$ cat src/rtl/trp_pkg.sv
package trp_pkg;
  localparam logic [1:0] PRIV_U = 2'd0;
  localparam logic [1:0] PRIV_S = 2'd1;
  localparam logic [1:0] PRIV_M = 2'd3;

  typedef enum logic [1:0] {
    RK_SRET  = 2'd0,
    RK_MRET  = 2'd1,
    RK_MNRET = 2'd2,
    RK_NONE  = 2'd3
  } ret_kind_e;

  localparam int CAUSE_W = 5;
  localparam logic [CAUSE_W-1:0] CAUSE_MISALIGN = 5'd0;
  localparam logic [CAUSE_W-1:0] CAUSE_ILLEGAL  = 5'd2;
  localparam logic [CAUSE_W-1:0] CAUSE_VIRTINS  = 5'd22;

  typedef struct packed {
    logic [1:0] priv;
    logic       virt;
    logic       sie;
    logic       spie;
    logic       spp;
    logic       mie;
    logic       mpie;
    logic [1:0] mpp;
    logic       mpv;
    logic       mprv;
    logic       sdt;
    logic       mdt;
    logic       spv;
    logic       vs_sdt;
    logic       nmie;
    logic       spelp;
    logic       mpelp;
    logic       mnpelp;
    logic       elp;
  } trp_state_t;
endpackage

$ cat src/rtl/trp_legality.sv
module trp_legality
  import trp_pkg::*;
(
  input  logic [1:0]         kind,
  input  logic [1:0]         priv,
  input  logic               virt,
  input  logic               tsr,
  input  logic               vtsr,
  input  logic               has_c,
  input  logic               pc_bit1,
  output logic               fault,
  output logic [CAUSE_W-1:0] cause
);
  logic misal;

  always_comb begin
    misal = !has_c && pc_bit1;
    fault = 1'b0;
    cause = CAUSE_MISALIGN;
    unique case (kind)
      RK_SRET: begin
        if (priv == PRIV_U) begin
          fault = 1'b1;
          cause = CAUSE_ILLEGAL;
        end else if (misal) begin
          fault = 1'b1;
          cause = CAUSE_MISALIGN;
        end else if (tsr && priv != PRIV_M) begin
          fault = 1'b1;
          cause = CAUSE_ILLEGAL;
        end else if (virt && vtsr) begin
          fault = 1'b1;
          cause = CAUSE_VIRTINS;
        end
      end
      RK_MRET, RK_MNRET: begin
        if (priv != PRIV_M) begin
          fault = 1'b1;
          cause = CAUSE_ILLEGAL;
        end else if (misal) begin
          fault = 1'b1;
          cause = CAUSE_MISALIGN;
        end
      end
      default: ;
    endcase
  end
endmodule

$ cat src/rtl/trp_field_update.sv
module trp_field_update
  import trp_pkg::*;
#(
  parameter int LP_IDX_W = 3
) (
  input  logic [1:0]            kind,
  input  trp_state_t            cur,
  input  logic [1:0]            mnpp,
  input  logic                  mnpv,
  input  logic                  has_u,
  input  logic                  has_h,
  input  logic                  ssdt,
  input  logic                  smdt,
  input  logic [2**LP_IDX_W-1:0] lp_en,
  output trp_state_t            nxt
);
  logic [1:0] tgt_priv;
  logic       tgt_virt;
  logic       saved_lp;
  logic       mlvl;
  logic [LP_IDX_W-1:0] lp_idx;

  always_comb begin
    nxt      = cur;
    tgt_priv = cur.priv;
    tgt_virt = cur.virt;
    saved_lp = cur.elp;
    mlvl     = 1'b0;
    unique case (kind)
      RK_SRET: begin
        tgt_priv = {1'b0, cur.spp};
        if (has_h && !cur.virt) begin
          tgt_virt = cur.spv;
          nxt.spv  = 1'b0;
        end
        nxt.sie  = cur.spie;
        nxt.spie = 1'b1;
        nxt.spp  = 1'b0;
        nxt.mprv = 1'b0;
        if (ssdt) begin
          nxt.sdt = 1'b0;
          if (has_h && !cur.virt && cur.spv && tgt_priv == PRIV_U)
            nxt.vs_sdt = 1'b0;
        end
        if (smdt && cur.priv == PRIV_M) nxt.mdt = 1'b0;
        saved_lp  = cur.spelp;
        nxt.spelp = 1'b0;
      end
      RK_MRET: begin
        mlvl     = 1'b1;
        tgt_priv = cur.mpp;
        tgt_virt = cur.mpv && (cur.mpp != PRIV_M);
        nxt.mie  = cur.mpie;
        nxt.mpie = 1'b1;
        nxt.mpp  = has_u ? PRIV_U : PRIV_M;
        nxt.mpv  = 1'b0;
        if (tgt_priv != PRIV_M) nxt.mprv = 1'b0;
        if (smdt) nxt.mdt = 1'b0;
        saved_lp  = cur.mpelp;
        nxt.mpelp = 1'b0;
      end
      RK_MNRET: begin
        mlvl     = 1'b1;
        tgt_priv = mnpp;
        tgt_virt = mnpv && (mnpp != PRIV_M);
        nxt.nmie = 1'b1;
        if (tgt_priv != PRIV_M) nxt.mprv = 1'b0;
        if (smdt && tgt_priv != PRIV_M) nxt.mdt = 1'b0;
        saved_lp   = cur.mnpelp;
        nxt.mnpelp = 1'b0;
      end
      default: ;
    endcase

    if (mlvl && ssdt) begin
      if (tgt_priv == PRIV_U ||
          (tgt_virt && (tgt_priv == PRIV_S || tgt_priv == PRIV_U)))
        nxt.sdt = 1'b0;
      if (tgt_virt && tgt_priv == PRIV_U) nxt.vs_sdt = 1'b0;
    end

    nxt.priv = tgt_priv;
    nxt.virt = tgt_virt;
    lp_idx   = {tgt_virt, tgt_priv};
    if (lp_en[lp_idx]) nxt.elp = saved_lp;
  end
endmodule

$ cat src/rtl/trap_return_unit.sv
module trap_return_unit
  import trp_pkg::*;
#(
  parameter int XLEN = 64
) (
  input  logic            clk,
  input  logic            rst_n,
  input  logic            ret_valid,
  input  logic [1:0]      ret_kind,
  input  logic [1:0]      cur_priv,
  input  logic            cur_virt,
  input  logic            cur_sie,
  input  logic            cur_spie,
  input  logic            cur_spp,
  input  logic            cur_mie,
  input  logic            cur_mpie,
  input  logic [1:0]      cur_mpp,
  input  logic            cur_mpv,
  input  logic            cur_mprv,
  input  logic            cur_tsr,
  input  logic            cur_sdt,
  input  logic            cur_mdt,
  input  logic            cur_spv,
  input  logic            cur_vtsr,
  input  logic            cur_vs_sdt,
  input  logic            cur_nmie,
  input  logic [1:0]      cur_mnpp,
  input  logic            cur_mnpv,
  input  logic            cur_spelp,
  input  logic            cur_mpelp,
  input  logic            cur_mnpelp,
  input  logic            cur_elp,
  input  logic            cfg_has_c,
  input  logic            cfg_has_u,
  input  logic            cfg_has_h,
  input  logic            cfg_ssdt,
  input  logic            cfg_smdt,
  input  logic [7:0]      cfg_lp_en,
  input  logic [XLEN-1:0] sepc,
  input  logic [XLEN-1:0] mepc,
  input  logic [XLEN-1:0] mnepc,
  output logic            ret_done,
  output logic            ret_fault,
  output logic [4:0]      ret_cause,
  output logic [XLEN-1:0] redirect_pc,
  output logic [1:0]      nxt_priv,
  output logic            nxt_virt,
  output logic            nxt_sie,
  output logic            nxt_spie,
  output logic            nxt_spp,
  output logic            nxt_mie,
  output logic            nxt_mpie,
  output logic [1:0]      nxt_mpp,
  output logic            nxt_mpv,
  output logic            nxt_mprv,
  output logic            nxt_sdt,
  output logic            nxt_mdt,
  output logic            nxt_spv,
  output logic            nxt_vs_sdt,
  output logic            nxt_nmie,
  output logic            nxt_spelp,
  output logic            nxt_mpelp,
  output logic            nxt_mnpelp,
  output logic            nxt_elp
);
  localparam int LP_IDX_W = 3;
  localparam logic [XLEN-1:0] PC_ALIGN_MASK = ~{{(XLEN-1){1'b0}}, 1'b1};

  trp_state_t          cur_st, upd_st, st_q;
  logic                chk_fault;
  logic [CAUSE_W-1:0]  chk_cause;
  logic [XLEN-1:0]     tgt_pc;
  logic                accept;

  assign cur_st = '{priv: cur_priv, virt: cur_virt, sie: cur_sie, spie: cur_spie,
                    spp: cur_spp, mie: cur_mie, mpie: cur_mpie, mpp: cur_mpp,
                    mpv: cur_mpv, mprv: cur_mprv, sdt: cur_sdt, mdt: cur_mdt,
                    spv: cur_spv, vs_sdt: cur_vs_sdt, nmie: cur_nmie,
                    spelp: cur_spelp, mpelp: cur_mpelp, mnpelp: cur_mnpelp,
                    elp: cur_elp};

  always_comb begin
    unique case (ret_kind)
      RK_SRET:  tgt_pc = sepc & PC_ALIGN_MASK;
      RK_MRET:  tgt_pc = mepc & PC_ALIGN_MASK;
      RK_MNRET: tgt_pc = mnepc & PC_ALIGN_MASK;
      default:  tgt_pc = '0;
    endcase
  end

  assign accept = ret_valid && (ret_kind != RK_NONE);

  trp_legality u_legal (
    .kind    (ret_kind),
    .priv    (cur_priv),
    .virt    (cur_virt),
    .tsr     (cur_tsr),
    .vtsr    (cur_vtsr),
    .has_c   (cfg_has_c),
    .pc_bit1 (tgt_pc[1]),
    .fault   (chk_fault),
    .cause   (chk_cause)
  );

  trp_field_update #(.LP_IDX_W(LP_IDX_W)) u_update (
    .kind  (ret_kind),
    .cur   (cur_st),
    .mnpp  (cur_mnpp),
    .mnpv  (cur_mnpv),
    .has_u (cfg_has_u),
    .has_h (cfg_has_h),
    .ssdt  (cfg_ssdt),
    .smdt  (cfg_smdt),
    .lp_en (cfg_lp_en),
    .nxt   (upd_st)
  );

  always_ff @(posedge clk or negedge rst_n) begin
    if (!rst_n) begin
      ret_done    <= 1'b0;
      ret_fault   <= 1'b0;
      ret_cause   <= '0;
      redirect_pc <= '0;
      st_q        <= '0;
      st_q.priv   <= PRIV_M;
    end else begin
      ret_done <= accept;
      if (accept) begin
        ret_fault   <= chk_fault;
        ret_cause   <= chk_fault ? chk_cause : '0;
        redirect_pc <= chk_fault ? '0 : tgt_pc;
        st_q        <= chk_fault ? cur_st : upd_st;
      end
    end
  end

  assign nxt_priv   = st_q.priv;
  assign nxt_virt   = st_q.virt;
  assign nxt_sie    = st_q.sie;
  assign nxt_spie   = st_q.spie;
  assign nxt_spp    = st_q.spp;
  assign nxt_mie    = st_q.mie;
  assign nxt_mpie   = st_q.mpie;
  assign nxt_mpp    = st_q.mpp;
  assign nxt_mpv    = st_q.mpv;
  assign nxt_mprv   = st_q.mprv;
  assign nxt_sdt    = st_q.sdt;
  assign nxt_mdt    = st_q.mdt;
  assign nxt_spv    = st_q.spv;
  assign nxt_vs_sdt = st_q.vs_sdt;
  assign nxt_nmie   = st_q.nmie;
  assign nxt_spelp  = st_q.spelp;
  assign nxt_mpelp  = st_q.mpelp;
  assign nxt_mnpelp = st_q.mnpelp;
  assign nxt_elp    = st_q.elp;
endmodule

$ cat config.mk
export PLATFORM = sky130hd
export DESIGN_NAME = trap_return_unit
export DESIGN_NICKNAME = d
export VERILOG_FILES = /design/src/rtl/trp_pkg.sv /design/src/rtl/trp_legality.sv /design/src/rtl/trp_field_update.sv /design/src/rtl/trap_return_unit.sv
export SDC_FILE = /design/constraint.sdc
export NUM_CORES = 1
export LEC_CHECK = 0
export BUFFER_PORTS_ARGS = -buffer_cell sky130_fd_sc_hd__buf_2
export CAP_MARGIN = 20
export CORE_MARGIN = 4
export CORE_UTILIZATION = 25
export CTS_BUF_LIST = sky130_fd_sc_hd__clkbuf_4 sky130_fd_sc_hd__clkbuf_8 sky130_fd_sc_hd__clkbuf_16
export CTS_CLUSTER_DIAMETER = 40
export DETAILED_ROUTE_END_ITERATION = 16
export PLACE_DENSITY_LB_ADDON = 0.25
export SYNTH_ARGS = -nofsm -noshare
export SYNTH_HDL_FRONTEND = slang
export SYNTH_SLANG_ARGS = --single-unit
export TNS_END_PERCENT = 20
$ cat constraint.sdc
create_clock -name clk -period 1 [get_ports clk]
set_input_delay 0.05 -clock clk [delete_from_list [all_inputs] [get_ports clk]]
set_output_delay 0.05 -clock clk [all_outputs]
set_load 0.01 [all_outputs]
==> key figures <==
Outcome
  – Status: complete, but fails checks
  – Failing checks: setup timing

STA
  – Max_slew headroom: about 60%
  – Min Tclk post-route: ~1.8 ns
  – Clock Skew: 0 ns
  – Setup Viol. Count Final: 89
  – Min setup slack post-route: -0.812 ns
  – Worst-Margin Slew: a little under 0.6 ns
  – Hold_ws: approximately 0.043 ns
  – Crit share post-route: 181%
  – RSZ-0062 raised after global routing: true
  – Fin. Hold Viols: 0
  – Slew Viols, Final: 0
  – FMAX: 0.552 GHz

Hold path
  – Hold Crit Class: in -> reg
  – Hold Path Depth: 4
  – Hold endpoint: nxt_mpp[0]
  – HP Start: cfg_has_u

Route
  – DRT iter0 DRCs: around 450
  – Drt wl/cell: between 15 and 20 µm
  – First drt pass iteration count: 6
  – Final wirelength: roughly 20000 µm
  – Remaining DRCs: 0
  – Post-DRT Antenna Nets: 0
  – DR vias/cell: ~5.1
  – Via count: 5605

Clock tree
  – Root buffer cell: clkbuf_16
  – CTS Sinks: a little under 90
  – Clk buf depth: 2
  – Inserted Clock Buffers: 9
  – Clk Latency, worst-skew pair: around 0.35 ns
  – CTS tree: done
  – Htree depth: 3
  – Clock transition at path regs: about 0.070 ns

Critical path
  – WS Path Type: in -> reg
  – Crit-path max FO: 3
  – R2R depth: 2
  – R2R Setup Slk: ~0.26 ns
  – R2R Path Start: ret_cause[2]
  – CP Capture Type: flop
  – WP data arrival: 2.04 ns
  – CP Launch Type: input pin
  – Crit Reg-Reg Endpoint: ret_cause[2]
  – Critical path data required time: roughly 1.2 ns

Power
  – Peak supply drop: roughly 0.75 mV
  – Cell Pwr Density: approximately 1400 nW/µm²
  – LEAKAGE: 4.07 nW

Placed design
  – I/O Buffers: between 300 and 400
  – Gp weighted congestion: slightly below 0.8
  – Hpwl dp: 14300 µm
  – Placed cell count: between 1k and 1.5k
  – Placed Area: roughly 6900 µm²

Final layout
  – Final nets: around 1.1k
  – Most frequent cells in the layout: buf_2 (317), nand2_1 (101), dfrtp_1 (86)
  – Area growth syn-to-layout: 80.4%
  – Final instance area: ~8400 µm²
  – Layout cells sized above 1: 58.5%
  – Most common cell after layout, fill and taps aside: buf_2
  – Layout Cells excl Fill: 1090

Floorplanning
  – CORE AREA: about 18000 µm²
  – Chip height: ~140 µm
  – DIE AREA: around 21000 µm²
  – Boundary Pins: roughly 330
  – Die X: between 100 and 150 µm
  – FP Rows: just under 50
  – Initial Util: 25.7%

Synthesis
  – Sequential element share of the synthesized area: a little under half
  – Post-Synthesis Cells: between 400 and 500
  – Synth warnings: 0
  – Post-synth cell types: 42
  – Number of flops mapped to enable cells by yosys: 0
  – Asr flop ratio synth: 100%
  – Synthesized cell area: between 4000 and 5000 µm²
  – Top FF cell, synth: dfrtp_1
  – Area leader, netlist: dfrtp_1
  – Post-synth top area share: between 40% and 50%
  – Syn_area_per_cell: 9.60 µm²
  – Top cells by area, synth: dfrtp_1 (46%), a222oi_1 (14%), o31ai_1 (10%)
  – Seq cells post-synth: 88

GRT
  – Largest net degree at the start of global routing: 71
  – First-pass GRT wire length: ~28000 µm
  – Vias in the first global route: 5379
  – Overflow after GRT: 0
  – Global Route Usage Sum: 17.4%
  – Antenna violations before repair: 1

Run
  – Max-capacitance violation count: 0
flip-flops by register name, indices dropped and copies added (netlist names), 2 cells and up:
signal / cells
nxt_mpp: 2
nxt_priv: 2
redirect_pc: 63
ret_cause: 2
routing by layer:
layer / wire, µm / share of wire, % / vias to the layer above / GRT usage, %
li1: - / - / 2670 / -
met1: 7900 / 40 / 2699 / 21.2
met2: 10000 / 51 / 221 / 30.9
met3: 1460 / 7.4 / 15 / 3.64
met4: 272 / 1.4 / 0 / 5.06
met5: 0 / 0 / - / 0
Yosys cell counts (2+ instances only):
cell / number
clkbuf_1: 49
inv_1: 10
nor2_1: 6
a22o_1: 2
o21ai_0: 22
a22oi_1: 2
ha_1: 4
mux2i_1: 6
dfrtp_1: 86
a222oi_1: 64
a211oi_1: 3
and2_1: 3
buf_4: 4
a21o_1: 2
a21boi_0: 2
o31ai_1: 63
nand3_1: 7
o2111ai_1: 2
mux2_2: 3
a31oi_1: 5
a21oi_1: 5
o221ai_1: 2
nor2b_1: 5
dfstp_2: 2
nand2_1: 104
nand2b_1: 5
o22ai_1: 3
layout make-up:
cell class	instances	area (µm²)
diodes	1	2.50
clock buffers	12	260
clock inverters	4	76.3
fillers	1732	9740
inverters	10	57.6
multi-input cells	336	2980
flip-flops and latches	88	2200
well taps	229	287
repair buffers	410	2540
power breakdown:
part | switching (mW) | internal [mW] | leakage, nW
sequential | 0.239 | 4.05 | 1.14
clock | 1.43 | 2.36 | 0.162
combinational | 2.19 | 1.94 | 2.77
what timing repair did:
item / in CTS / in global routing
setup buffers: 4 / 10
hold buffers: 14 / 0
resized for setup: 75 / 86
hold endpoints to repair: 100 / 0
gates cloned: 6 / 2
pin swaps: 12 / 32
endpoints found under the setup margin: 89 / 89
critical path, stage by stage:
cell and delay, ns:
buf_8 0.09, inv_8 0.03, ha_4 0.14, a222oi_1 0.34, buf_4 0.18, nor2_1 0.04, o311a_1 0.31, nand3b_1 0.18
or4_1 0.47, a22o_1 0.19
metrics by stage:
stage	utilization [%]	worst slack [ns]	power (mW)	setup TNS, ns
finish	46.4	-0.812	12.2	-49.18
global route	46.4	-0.916	12.9	-57.77
CTS	43.0	-0.743	11.8	-45.40
detailed placement	37.9	-1.23	7.42	-89.72
global placement	37.9	-1.22	7.39	-86.64
floorplan	-	-1.16	5.76	-68.37
worst max path at each step:
| stage | from | to | slack (ns) | cells after the start |
|---|---|---|---|---|
| floorplan | ret_kind[0] | nxt_vs_sdt | -1.16 | 9 |
| global placement | ret_kind[0] | nxt_vs_sdt | -1.22 | 9 |
| detailed placement | ret_kind[0] | nxt_vs_sdt | -1.23 | 9 |
| CTS | ret_kind[0] | nxt_vs_sdt | -0.74 | 10 |
| global route | ret_kind[1] | nxt_vs_sdt | -0.92 | 10 |
| finish | ret_kind[1] | nxt_vs_sdt | -0.81 | 10 |
kinds of logic after synthesis:
kind of cell | after synthesis | share of synthesized area (%)
buf+inv | 65 | 5.74
other cells | 1 | 0.0804
simple gates | 134 | 11.9
flops | 88 | 47.3
mux | 9 | 2.01
compound gates | 185 | 31.9
fa+ha+maj | 4 | 1.07
No activity file was read; power rests on OpenSTA's default activity.
